$ cat config.mk
export PLATFORM = sky130hd
export DESIGN_NAME = resv_arbiter
export DESIGN_NICKNAME = d
export VERILOG_FILES = /design/src/rtl/resv_pkg.sv /design/src/rtl/resv_match.sv /design/src/rtl/resv_core.sv /design/src/rtl/resv_arbiter.sv
export SDC_FILE = /design/constraint.sdc
export NUM_CORES = 1
export LEC_CHECK = 0
export BUFFER_PORTS_ARGS = -buffer_cell sky130_fd_sc_hd__buf_2
export CORE_MARGIN = 10
export CORE_UTILIZATION = 65
export DETAILED_ROUTE_END_ITERATION = 8
export GPL_TIMING_DRIVEN = 1
export PLACE_DENSITY_LB_ADDON = 0.15
export SLEW_MARGIN = 20
export SYNTH_ARGS = -nofsm -noshare
export SYNTH_HDL_FRONTEND = slang
export SYNTH_SLANG_ARGS = --single-unit
export TNS_END_PERCENT = 10
$ cat constraint.sdc
create_clock -name clk -period 5.05 [get_ports clk]
set_clock_uncertainty 0.15 [all_clocks]
set_input_delay 0.505 -clock clk [delete_from_list [all_inputs] [get_ports clk]]
set_output_delay 0.505 -clock clk [all_outputs]
set_load 0.1 [all_outputs]
$ cat src/rtl/resv_pkg.sv
package resv_pkg;

    typedef enum logic [1:0] {
        CS_IDLE = 2'd0,
        CS_WAIT = 2'd1,
        CS_OWN  = 2'd2
    } core_state_e;

    typedef enum logic {
        OP_RESERVE = 1'b0,
        OP_STCOND  = 1'b1
    } req_op_e;

endpackage

$ cat src/rtl/resv_match.sv
// Same-cycle contention resolver: a candidate loses when its line is kept
// by a current owner or when a lower-indexed candidate targets that line.
module resv_match #(
    parameter int NUM_CORES = 4,
    parameter int LINE_W    = 26
) (
    input  logic [NUM_CORES-1:0]             cand,
    input  logic [NUM_CORES-1:0][LINE_W-1:0] cand_line,
    input  logic [NUM_CORES-1:0]             keep_own,
    input  logic [NUM_CORES-1:0][LINE_W-1:0] own_line,
    output logic [NUM_CORES-1:0]             win,
    output logic [NUM_CORES-1:0]             lose
);

    for (genvar gi = 0; gi < NUM_CORES; gi++) begin : g_req
        logic blocked;

        always_comb begin
            blocked = 1'b0;
            for (int j = 0; j < NUM_CORES; j++) begin
                if (keep_own[j] && (own_line[j] == cand_line[gi])) begin
                    blocked = 1'b1;
                end
                if ((j < gi) && cand[j] && (cand_line[j] == cand_line[gi])) begin
                    blocked = 1'b1;
                end
            end
        end

        assign win[gi]  = cand[gi] && !blocked;
        assign lose[gi] = cand[gi] && blocked;
    end

endmodule

$ cat src/rtl/resv_core.sv
// Per-core reservation state machine with its instruction-tick countdown.
module resv_core
    import resv_pkg::*;
#(
    parameter int LINE_W     = 26,
    parameter int CNT_W      = 7,
    parameter int RESV_TICKS = 64
) (
    input  logic              clk,
    input  logic              rst_n,
    input  logic              req_valid,
    input  logic              req_op,
    input  logic [LINE_W-1:0] req_line,
    input  logic              tick,
    input  logic              win,
    input  logic              lose,
    output logic              cand,
    output logic [LINE_W-1:0] cand_line,
    output logic              keep_own,
    output logic [1:0]        state_o,
    output logic [LINE_W-1:0] line_o,
    output logic [CNT_W-1:0]  cnt_o,
    output logic              stall,
    output logic              granted,
    output logic              sc_valid,
    output logic              sc_ok
);

    localparam logic [CNT_W-1:0] CNT_FULL = CNT_W'(RESV_TICKS);
    localparam logic [CNT_W-1:0] CNT_LAST = CNT_W'(1);

    core_state_e       state_q, state_d;
    logic [LINE_W-1:0] line_q, line_d;
    logic [CNT_W-1:0]  cnt_q, cnt_d;
    logic              granted_q, sc_valid_q, sc_ok_q;

    req_op_e op;
    logic    is_reserve, is_stcond, last_tick;

    assign op         = req_op_e'(req_op);
    assign is_reserve = req_valid && (op == OP_RESERVE);
    assign is_stcond  = req_valid && (op == OP_STCOND);
    assign last_tick  = tick && (cnt_q == CNT_LAST);

    // Requests into the resolver
    assign cand      = (state_q == CS_WAIT) || is_reserve;
    assign cand_line = (state_q == CS_WAIT) ? line_q : req_line;
    assign keep_own  = (state_q == CS_OWN) && !req_valid && !last_tick;

    // Next-state logic
    always_comb begin
        state_d = state_q;
        line_d  = line_q;
        cnt_d   = cnt_q;
        unique case (state_q)
            CS_IDLE: begin
                if (win) begin
                    state_d = CS_OWN;
                    line_d  = cand_line;
                    cnt_d   = CNT_FULL;
                end else if (lose) begin
                    state_d = CS_WAIT;
                    line_d  = cand_line;
                end
            end
            CS_WAIT: begin
                if (win) begin
                    state_d = CS_OWN;
                    cnt_d   = CNT_FULL;
                end
            end
            CS_OWN: begin
                if (win) begin
                    line_d = cand_line;
                    cnt_d  = CNT_FULL;
                end else if (lose) begin
                    state_d = CS_WAIT;
                    line_d  = cand_line;
                    cnt_d   = '0;
                end else if (keep_own) begin
                    if (tick) begin
                        cnt_d = cnt_q - CNT_LAST;
                    end
                end else begin
                    state_d = CS_IDLE;
                    cnt_d   = '0;
                end
            end
            default: begin
                state_d = CS_IDLE;
                cnt_d   = '0;
            end
        endcase
    end

    // State register
    always_ff @(posedge clk or negedge rst_n) begin
        if (!rst_n) begin
            state_q <= CS_IDLE;
            line_q  <= '0;
            cnt_q   <= '0;
        end else begin
            state_q <= state_d;
            line_q  <= line_d;
            cnt_q   <= cnt_d;
        end
    end

    // Registered reply outputs
    always_ff @(posedge clk or negedge rst_n) begin
        if (!rst_n) begin
            granted_q  <= 1'b0;
            sc_valid_q <= 1'b0;
            sc_ok_q    <= 1'b0;
        end else begin
            granted_q  <= win;
            sc_valid_q <= is_stcond;
            sc_ok_q    <= is_stcond && (state_q == CS_OWN) &&
                          (line_q == req_line) && (cnt_q != '0);
        end
    end

    // Output process
    always_comb begin
        stall    = (state_q == CS_WAIT);
        granted  = granted_q;
        sc_valid = sc_valid_q;
        sc_ok    = sc_ok_q;
        state_o  = state_q;
        line_o   = line_q;
        cnt_o    = cnt_q;
    end

endmodule

$ cat src/rtl/resv_arbiter.sv
module resv_arbiter
    import resv_pkg::*;
#(
    parameter int NUM_CORES  = 4,
    parameter int ADDR_W     = 32,
    parameter int LINE_BYTES = 64,
    parameter int RESV_TICKS = 64
) (
    input  logic                        clk,
    input  logic                        rst_n,
    input  logic [NUM_CORES-1:0]        req_valid,
    input  logic [NUM_CORES-1:0]        req_op,
    input  logic [NUM_CORES*ADDR_W-1:0] req_addr,
    input  logic [NUM_CORES-1:0]        tick,
    output logic [NUM_CORES-1:0]        stall,
    output logic [NUM_CORES-1:0]        granted,
    output logic [NUM_CORES-1:0]        sc_valid,
    output logic [NUM_CORES-1:0]        sc_ok
);

    localparam int LINE_OFS = $clog2(LINE_BYTES);
    localparam int LINE_W   = ADDR_W - LINE_OFS;
    localparam int CNT_W    = $clog2(RESV_TICKS + 1);

    logic [NUM_CORES-1:0]             cand, keep_own, win, lose;
    logic [NUM_CORES-1:0][LINE_W-1:0] cand_line, core_line;
    logic [NUM_CORES-1:0][1:0]        core_state;
    logic [NUM_CORES-1:0][CNT_W-1:0]  core_cnt;

    for (genvar gc = 0; gc < NUM_CORES; gc++) begin : g_core
        logic [LINE_W-1:0] req_line;

        assign req_line = req_addr[gc*ADDR_W + LINE_OFS +: LINE_W];

        resv_core #(
            .LINE_W    (LINE_W),
            .CNT_W     (CNT_W),
            .RESV_TICKS(RESV_TICKS)
        ) u_core (
            .clk      (clk),
            .rst_n    (rst_n),
            .req_valid(req_valid[gc]),
            .req_op   (req_op[gc]),
            .req_line (req_line),
            .tick     (tick[gc]),
            .win      (win[gc]),
            .lose     (lose[gc]),
            .cand     (cand[gc]),
            .cand_line(cand_line[gc]),
            .keep_own (keep_own[gc]),
            .state_o  (core_state[gc]),
            .line_o   (core_line[gc]),
            .cnt_o    (core_cnt[gc]),
            .stall    (stall[gc]),
            .granted  (granted[gc]),
            .sc_valid (sc_valid[gc]),
            .sc_ok    (sc_ok[gc])
        );
    end

    resv_match #(
        .NUM_CORES(NUM_CORES),
        .LINE_W   (LINE_W)
    ) u_match (
        .cand     (cand),
        .cand_line(cand_line),
        .keep_own (keep_own),
        .own_line (core_line),
        .win      (win),
        .lose     (lose)
    );

endmodule

# Word level (Yosys, flattened, before mapping)
# Index checks and enable logic that the tools add are counted.
[word_totals]
reg_bits = 152
in_bits = 142
out_inout_bits = 16
wordCells = 290
[classes]
n_addsub = 4
eq_ne = 62
n_mux = 86
bitwise = 4
reduce_logical = 110
[op_table]
columns = ["op", "count"]
rows = [
  ["26-bit equality test", 26],
  ["26-bit 2-to-1 mux", 12],
  ["7-bit 2-to-1 mux", 20],
  ["1-bit logical AND", 62],
  ["7-bit one-hot mux with 2 select lines", 4],
  ["2-bit 2-to-1 mux", 24],
  ["7-bit by 1-bit equality test with 1-bit output, second input constant", 4],
  ["7-bit nonzero test", 4],
  ["7-bit by 1-bit subtractor with 7-bit output, second input constant", 4],
  ["2-bit one-hot mux with 3 select lines", 4],
  ["1-bit 2-to-1 mux", 22],
  ["5-bit by 3-bit inequality test with 1-bit output, second input constant", 4],
  ["2-bit by 1-bit inequality test with 1-bit output, second input constant", 8],
  ["2-bit AND reduction", 8],
  ["4-bit AND reduction", 4],
  ["2-bit OR reduction", 8],
  ["1-bit zero test", 12],
  ["3-bit by 1-bit inequality test with 1-bit output, second input constant", 4],
  ["3-bit by 2-bit inequality test with 1-bit output, second input constant", 4],
  ["2-bit by 1-bit equality test with 1-bit output, second input constant", 4],
  ["2-bit equality test, second input constant", 4],
  ["2-bit zero test", 4],
  ["2-bit inequality test, second input constant", 4],
  ["2-bit nonzero test", 4],
  ["2 further kinds", 8],
]

# Depth between registers and ports, before layout
[depth]
word_depth = 16
mapped_depth = 14

# Hierarchy
# From an unflattened synthesis, not the netlist that was laid out.
[unflattened]
cells_unflattened = 1690
hier_area_um2 = 16582.2
[by_module_without_submodules]
columns = ["mod", "n_inst", "cells_each", "area_per_inst_um2", "seq_area_each_um2"]
rows = [
  ["resv_match", 1, 943, 7589.8, 0.0],
  ["resv_core at g_core[0].u_core ...", 2, 186, 2235.9, 950.9],
  ["resv_core at g_core[2].u_core", 1, 188, 2296.0, 950.9],
  ["resv_core at g_core[3].u_core", 1, 187, 2224.6, 950.9],
]

# Worst setup path after synthesis
# Ideal clock, no wire load.
[synth_timing]
path_kind = "register to register"
start = "register g_core[1].u_core.state_q[0]"
end = "register g_core[2].u_core.cnt_q[3]"
setup_ns = 0.118
arrival_time_ns = 3.019
t_required_ns = 4.782
setup_slack_ns = 1.763
path_stages_with_launch = 14
period_less_slack_ns = 3.287
path_cell_list = "dfrtp_1 > nand2b_1 > clkbuf_1 > buf_4 > mux2i_2 > xnor2_1 > nand4_1 > or4_1 > o22ai_1 > nor4_4 > nand2b_1 > buf_4 > nor4bb_1 > a21o_1"
[synth_between]
elab_chain_cells = 12
elab_cells_between_ends = 22
classes_between = "5 x eq/ne; 8 x mux; 9 x reduce/logical"
[synth_lines]
columns = ["item", "line", "text"]
rows = [
  ["start: declaration", "resv_core.sv:32", "core_state_e state_q, state_d;"],
  ["start signal: assignment", "resv_core.sv:103", "state_q <= state_d;"],
  ["branches (longest 5 deep; another with 26-bit 2-to-1 mux)", "-", ""],
  ["1-bit 2-to-1 mux *", "resv_match.sv:24", "if ((j < gi) && cand[j] && (cand_line[j] == cand_line[gi])) begin"],
  ["1-bit 2-to-1 mux * (2 in a row)", "resv_match.sv:21", "if (keep_own[j] && (own_line[j] == cand_line[gi])) begin"],
  ["1-bit zero test *", "resv_match.sv:30", "assign win[gi] = cand[gi] && !blocked;"],
  ["1-bit logical AND *", "resv_match.sv:30", ""],
  ["via g_core[2].u_core.win", "resv_core.sv:15", "input logic win,"],
  ["5-bit by 3-bit inequality test with 1-bit output (no source line) (tied with other cells)", "-", ""],
  ["2-bit AND reduction (no source line) or 7-bit one-hot mux with 2 select lines (tied branches)", "-", ""],
  ["end signal: assignment", "resv_core.sv:105", "cnt_q <= cnt_d;"],
  ["end: declaration", "resv_core.sv:34", "logic [CNT_W-1:0] cnt_q, cnt_d;"],
]
# Mark *: on every way through the listed nets, which the timed path passes.
# A chain may end at the register's enable or synchronous reset.

# Worst setup path after layout
[layout_timing]
start = "register g_core[3].u_core.state_q[1]"
end = "register g_core[3].u_core.cnt_q[2]"
[layout_between]
elab_chain_cells = 15
elab_cells_between_ends = 39
classes_between = "11 x eq/ne; 12 x mux; 16 x reduce/logical"
[layout_lines]
columns = ["item", "line", "text"]
rows = [
  ["start: declaration", "resv_core.sv:32", ""],
  ["start signal: assignment", "resv_core.sv:103", ""],
  ["2-bit by 1-bit equality test with 1-bit output", "resv_core.sv:46, resv_core.sv:47, resv_core.sv:55", ""],
  ["26-bit 2-to-1 mux", "resv_core.sv:47", "assign cand_line = (state_q == CS_WAIT) ? line_q : req_line;"],
  ["26-bit equality test", "resv_match.sv:21", ""],
  ["1-bit logical AND", "resv_match.sv:21", ""],
  ["1-bit 2-to-1 mux", "resv_match.sv:21", ""],
  ["1-bit 2-to-1 mux", "resv_match.sv:24", ""],
  ["1-bit 2-to-1 mux", "resv_match.sv:21", ""],
  ["1-bit 2-to-1 mux", "resv_match.sv:24", ""],
  ["1-bit 2-to-1 mux", "resv_match.sv:21", ""],
  ["1-bit 2-to-1 mux", "resv_match.sv:24", ""],
  ["1-bit 2-to-1 mux", "resv_match.sv:21", ""],
  ["1-bit logical AND or 1-bit zero test (tied branches)", "resv_match.sv:31, resv_match.sv:30", ""],
  ["7-bit 2-to-1 mux or 1-bit logical AND (tied branches)", "resv_core.sv:76, resv_match.sv:30", ""],
  ["7-bit 2-to-1 mux (tied with other cells)", "resv_core.sv:73", "if (win) begin"],
  ["7-bit one-hot mux with 2 select lines or 2-bit AND reduction (tied branches)", "-", ""],
  ["end signal: assignment", "resv_core.sv:105", ""],
  ["end: declaration", "resv_core.sv:34", ""],
]
# Several ways; a longest one is shown, not always the timed one.

==> impl_metrics.tcl <==
set metrics [dict create \
    outcome "finished, final reports clean" \
    sw_frac_of_total_pct 46.2 \
    die_y_um 170 \
    clock_latency_ns 0.46 \
    comb_power_share_pct 45.8 \
    worstSetupPathType "reg -> reg" \
    cts_tree "yes" \
    cts.sinks 152 \
    numCtsBuffers 17 \
    tightest_slew_ns 1.27 \
    setup_tns_ns 0 \
    ys_types 60 \
    area_delta_synth_final_pct 12.3 \
    place_area_mm2 0.0159 \
    arrival_ns 4.71 \
    synthesis.nets 1827 \
    wl_per_cell_um 30.0 \
    via_per_inst 6.92 \
    post_cts_resized 0 \
    hold_path_depth 2 \
    period_needed_ns 4.53 \
    synthCells 1675 \
    syn_area_mm2 0.0147 \
    total_power_mw 6.51 \
    cts-root-buf "clkbuf_16" \
    grt_pass1_wl_mm 90.1 \
    cts_setup_buffers 0 \
    fmax_ghz 0.221 \
    vdd_drop_max_mv 0.320 \
    postSynth.asyncResetShare_pct 100 \
    die_area_mm2 0.0291 \
    yosysTopAreaCellShare_pct 25.8 \
    pwr-share-seq_pct 33.6 \
    drtPass1Iterations 8 \
    place.gp.congestion 1.19 \
    slew-limit-headroom_pct 13.6 \
    synth-edff-count 0 \
    dp_hpwl_mm 45.4 \
    ios 158 \
    diodes 0 \
    rows 54 \
    p_int_mw 3.51 \
    synth_seq_cells 152 \
    power_density_mw_per_mm2 394 \
    final_max_slew_viol_count 0 \
    nets 1934 \
    port_buffers 133 \
    ctsHoldBuffers 1 \
    ctsLongestPathBuffers 2 \
    syn_area_per_cell_um2 8.79 \
    switching_power_mw 3.01 \
    finalSetupViolations 0 \
    yosys_warnings 0 \
    critical_path.max_fanout 23 \
    clkSlewWorstSetupHoldPaths_ns 0.07 \
    endpoint_kind "register" \
    p_leak_nw 6.55 \
    critical_path_required_ns 5.23 \
    drtIter0Drc 2678 \
    synth-seq-area-share_pct 25.8 \
    antenna_found_initial 0 \
    synth_flop_cell "dfrtp_1" \
    maxCapViolCount 0 \
    hold_class "in -> reg" \
    htree_levels 4 \
    synthTopCellsByArea "dfrtp_1, xnor2_1, xor2_1" \
    drive_above_1_share_pct 21.2 \
    core_area_mm2 0.0220 \
    start_kind "register" \
    finalCritPeriodShare_pct 89.6 \
    power.share.clock_pct 20.6 \
    grt_max_degree 65 \
    grtUsageTotal_pct 42.3 \
    grt-ovfl-total 0 \
    fin_area_mm2 0.0165 \
    synth_area_leader_cell "dfrtp_1" \
    start_util_pct 66.8 \
    hold_viol_final 0 \
    drcViolationCount 0 \
    rsz0062_at_grt "false" \
    num_vias 14349 \
    die_x_um 170 \
    wl_mm 62.3 \
    reg2reg_depth 11 \
    grt_pass1_vias 13851 \
    postRouteAntennaNets 0 \
]
## layout by cell type, fill, tap and decap left out, types with 4 or more instances in the layout
master,instances
nand2_1,37
nor2_1,120
o22ai_1,11
a21oi_1,102
xor2_1,150
clkbuf_16,17
dfrtp_1,152
mux2_2,13
mux2i_4,5
xnor2_1,416
inv_6,7
nor3_1,33
inv_8,4
a22o_1,6
mux2i_2,66
a21o_1,4
nand4_1,58
buf_2,132
o31ai_1,11
nand3_1,23
nand2b_2,4
nand2b_1,10
nor3b_1,5
inv_1,41
nor4_1,95
ha_1,10
or3_1,5
buf_4,116
o21ai_0,41
o221ai_1,4
mux2i_1,36
## power groups by stage
| stage | Clock, mW | Combinational, mW | Sequential (mW) |
|---|---|---|---|
| 2_1_floorplan | 0 | 2.48 | 1.58 |
| 3_3_place_gp | 0 | 2.77 | 2.16 |
| 3_5_place_dp | 0 | 2.85 | 2.17 |
| 4_1_cts | 1.33 | 2.87 | 2.15 |
| 5_1_grt | 1.38 | 3.14 | 2.20 |
| 6_report | 1.34 | 2.98 | 2.19 |
## sequential cells by signal, summed over array words and instances (netlist names)
signal / count
g_core.u_core.sc_valid: 4
g_core.u_core.line_o: 104
g_core.u_core.cnt_o: 28
g_core.u_core.state_o: 8
g_core.u_core.granted: 4
g_core.u_core.sc_ok: 4
## metrics by stage
step,std cells,utilization (%),hold slack [ns],setup WS [ns]
2_1_floorplan,1675,-,0.0594,1.76
3_3_place_gp,2042,72.3,0.315,0.813
3_5_place_dp,2042,72.3,0.339,0.763
4_1_cts,2075,75.0,0.153,0.728
5_1_grt,2075,75.0,0.164,0.444
6_report,2075,75.0,0.146,0.523
## Yosys cell counts, types with 41 or more instances
library cell	number
o21ai_0	41
inv_1	41
dfrtp_1	152
nor4_1	95
a21oi_1	102
xor2_1	150
xnor2_1	416
nor2_1	122
nand4_1	58
mux2i_1	42
mux2i_2	61
clkbuf_1	129
## worst paths after layout
path / endpoint / startpoint / slack [ns]
max reg2reg: g_core[3].u_core.cnt_o[2] / g_core[3].u_core.state_o[1] / 0.52
max in group asynchronous: g_core[2].u_core.line_o[12] / rst_n / 3.12
max: g_core[3].u_core.cnt_o[2] / g_core[3].u_core.state_o[1] / 0.52
min: g_core[3].u_core.sc_valid / req_op[3] / 0.15
min in group asynchronous: g_core[0].u_core.line_o[22] / rst_n / 0.49
min reg2reg: g_core[1].u_core.cnt_o[6] / g_core[1].u_core.state_o[1] / 0.36
## layout make-up
type	instances	area [um^2]
flip-flops and latches	152	3800
multi-input cells	1320	10100
inverters	41	154
well taps	280	350
clock inverters	15	155
repair buffers	250	1550
clock buffers	17	425
fillers	1540	5500
## per-layer routing
metal / part of all wire [%] / wire length [um] / up-vias / global-route usage [%]
met2: 40 / 25100 / 1358 / 60.1
met5: 0.058 / 36 / - / 0
met1: 35 / 21900 / 6657 / 52.4
li1: - / - / 5903 / -
met4: 8.7 / 5420 / 2 / 28.5
met3: 16 / 9830 / 429 / 16.1
## worst max-delay path, cell delays in order, from the launching register on
cell	delay, ns
dfrtp_1	0.40
nand2b_2	0.71
mux2i_2	1.12
buf_4	0.28
xnor2_1	0.07
nor4_1	0.44
nand4_1	0.35
nand4_1	0.29
o21a_1	0.21
buf_4	0.18
o21ai_0	0.11
o41ai_1	0.09
## kinds of logic after synthesis
kind of cell    after synthesis  share of synthesized area, %
xor+xnor                    566                          33.7
fa+ha+maj                    10                         0.850
mux                         120                          10.2
compound gates              212                          8.59
flops                       152                          25.8
buf+inv                     203                          6.10
simple gates                412                          14.8
No activity file was read; power rests on OpenSTA's default activity.
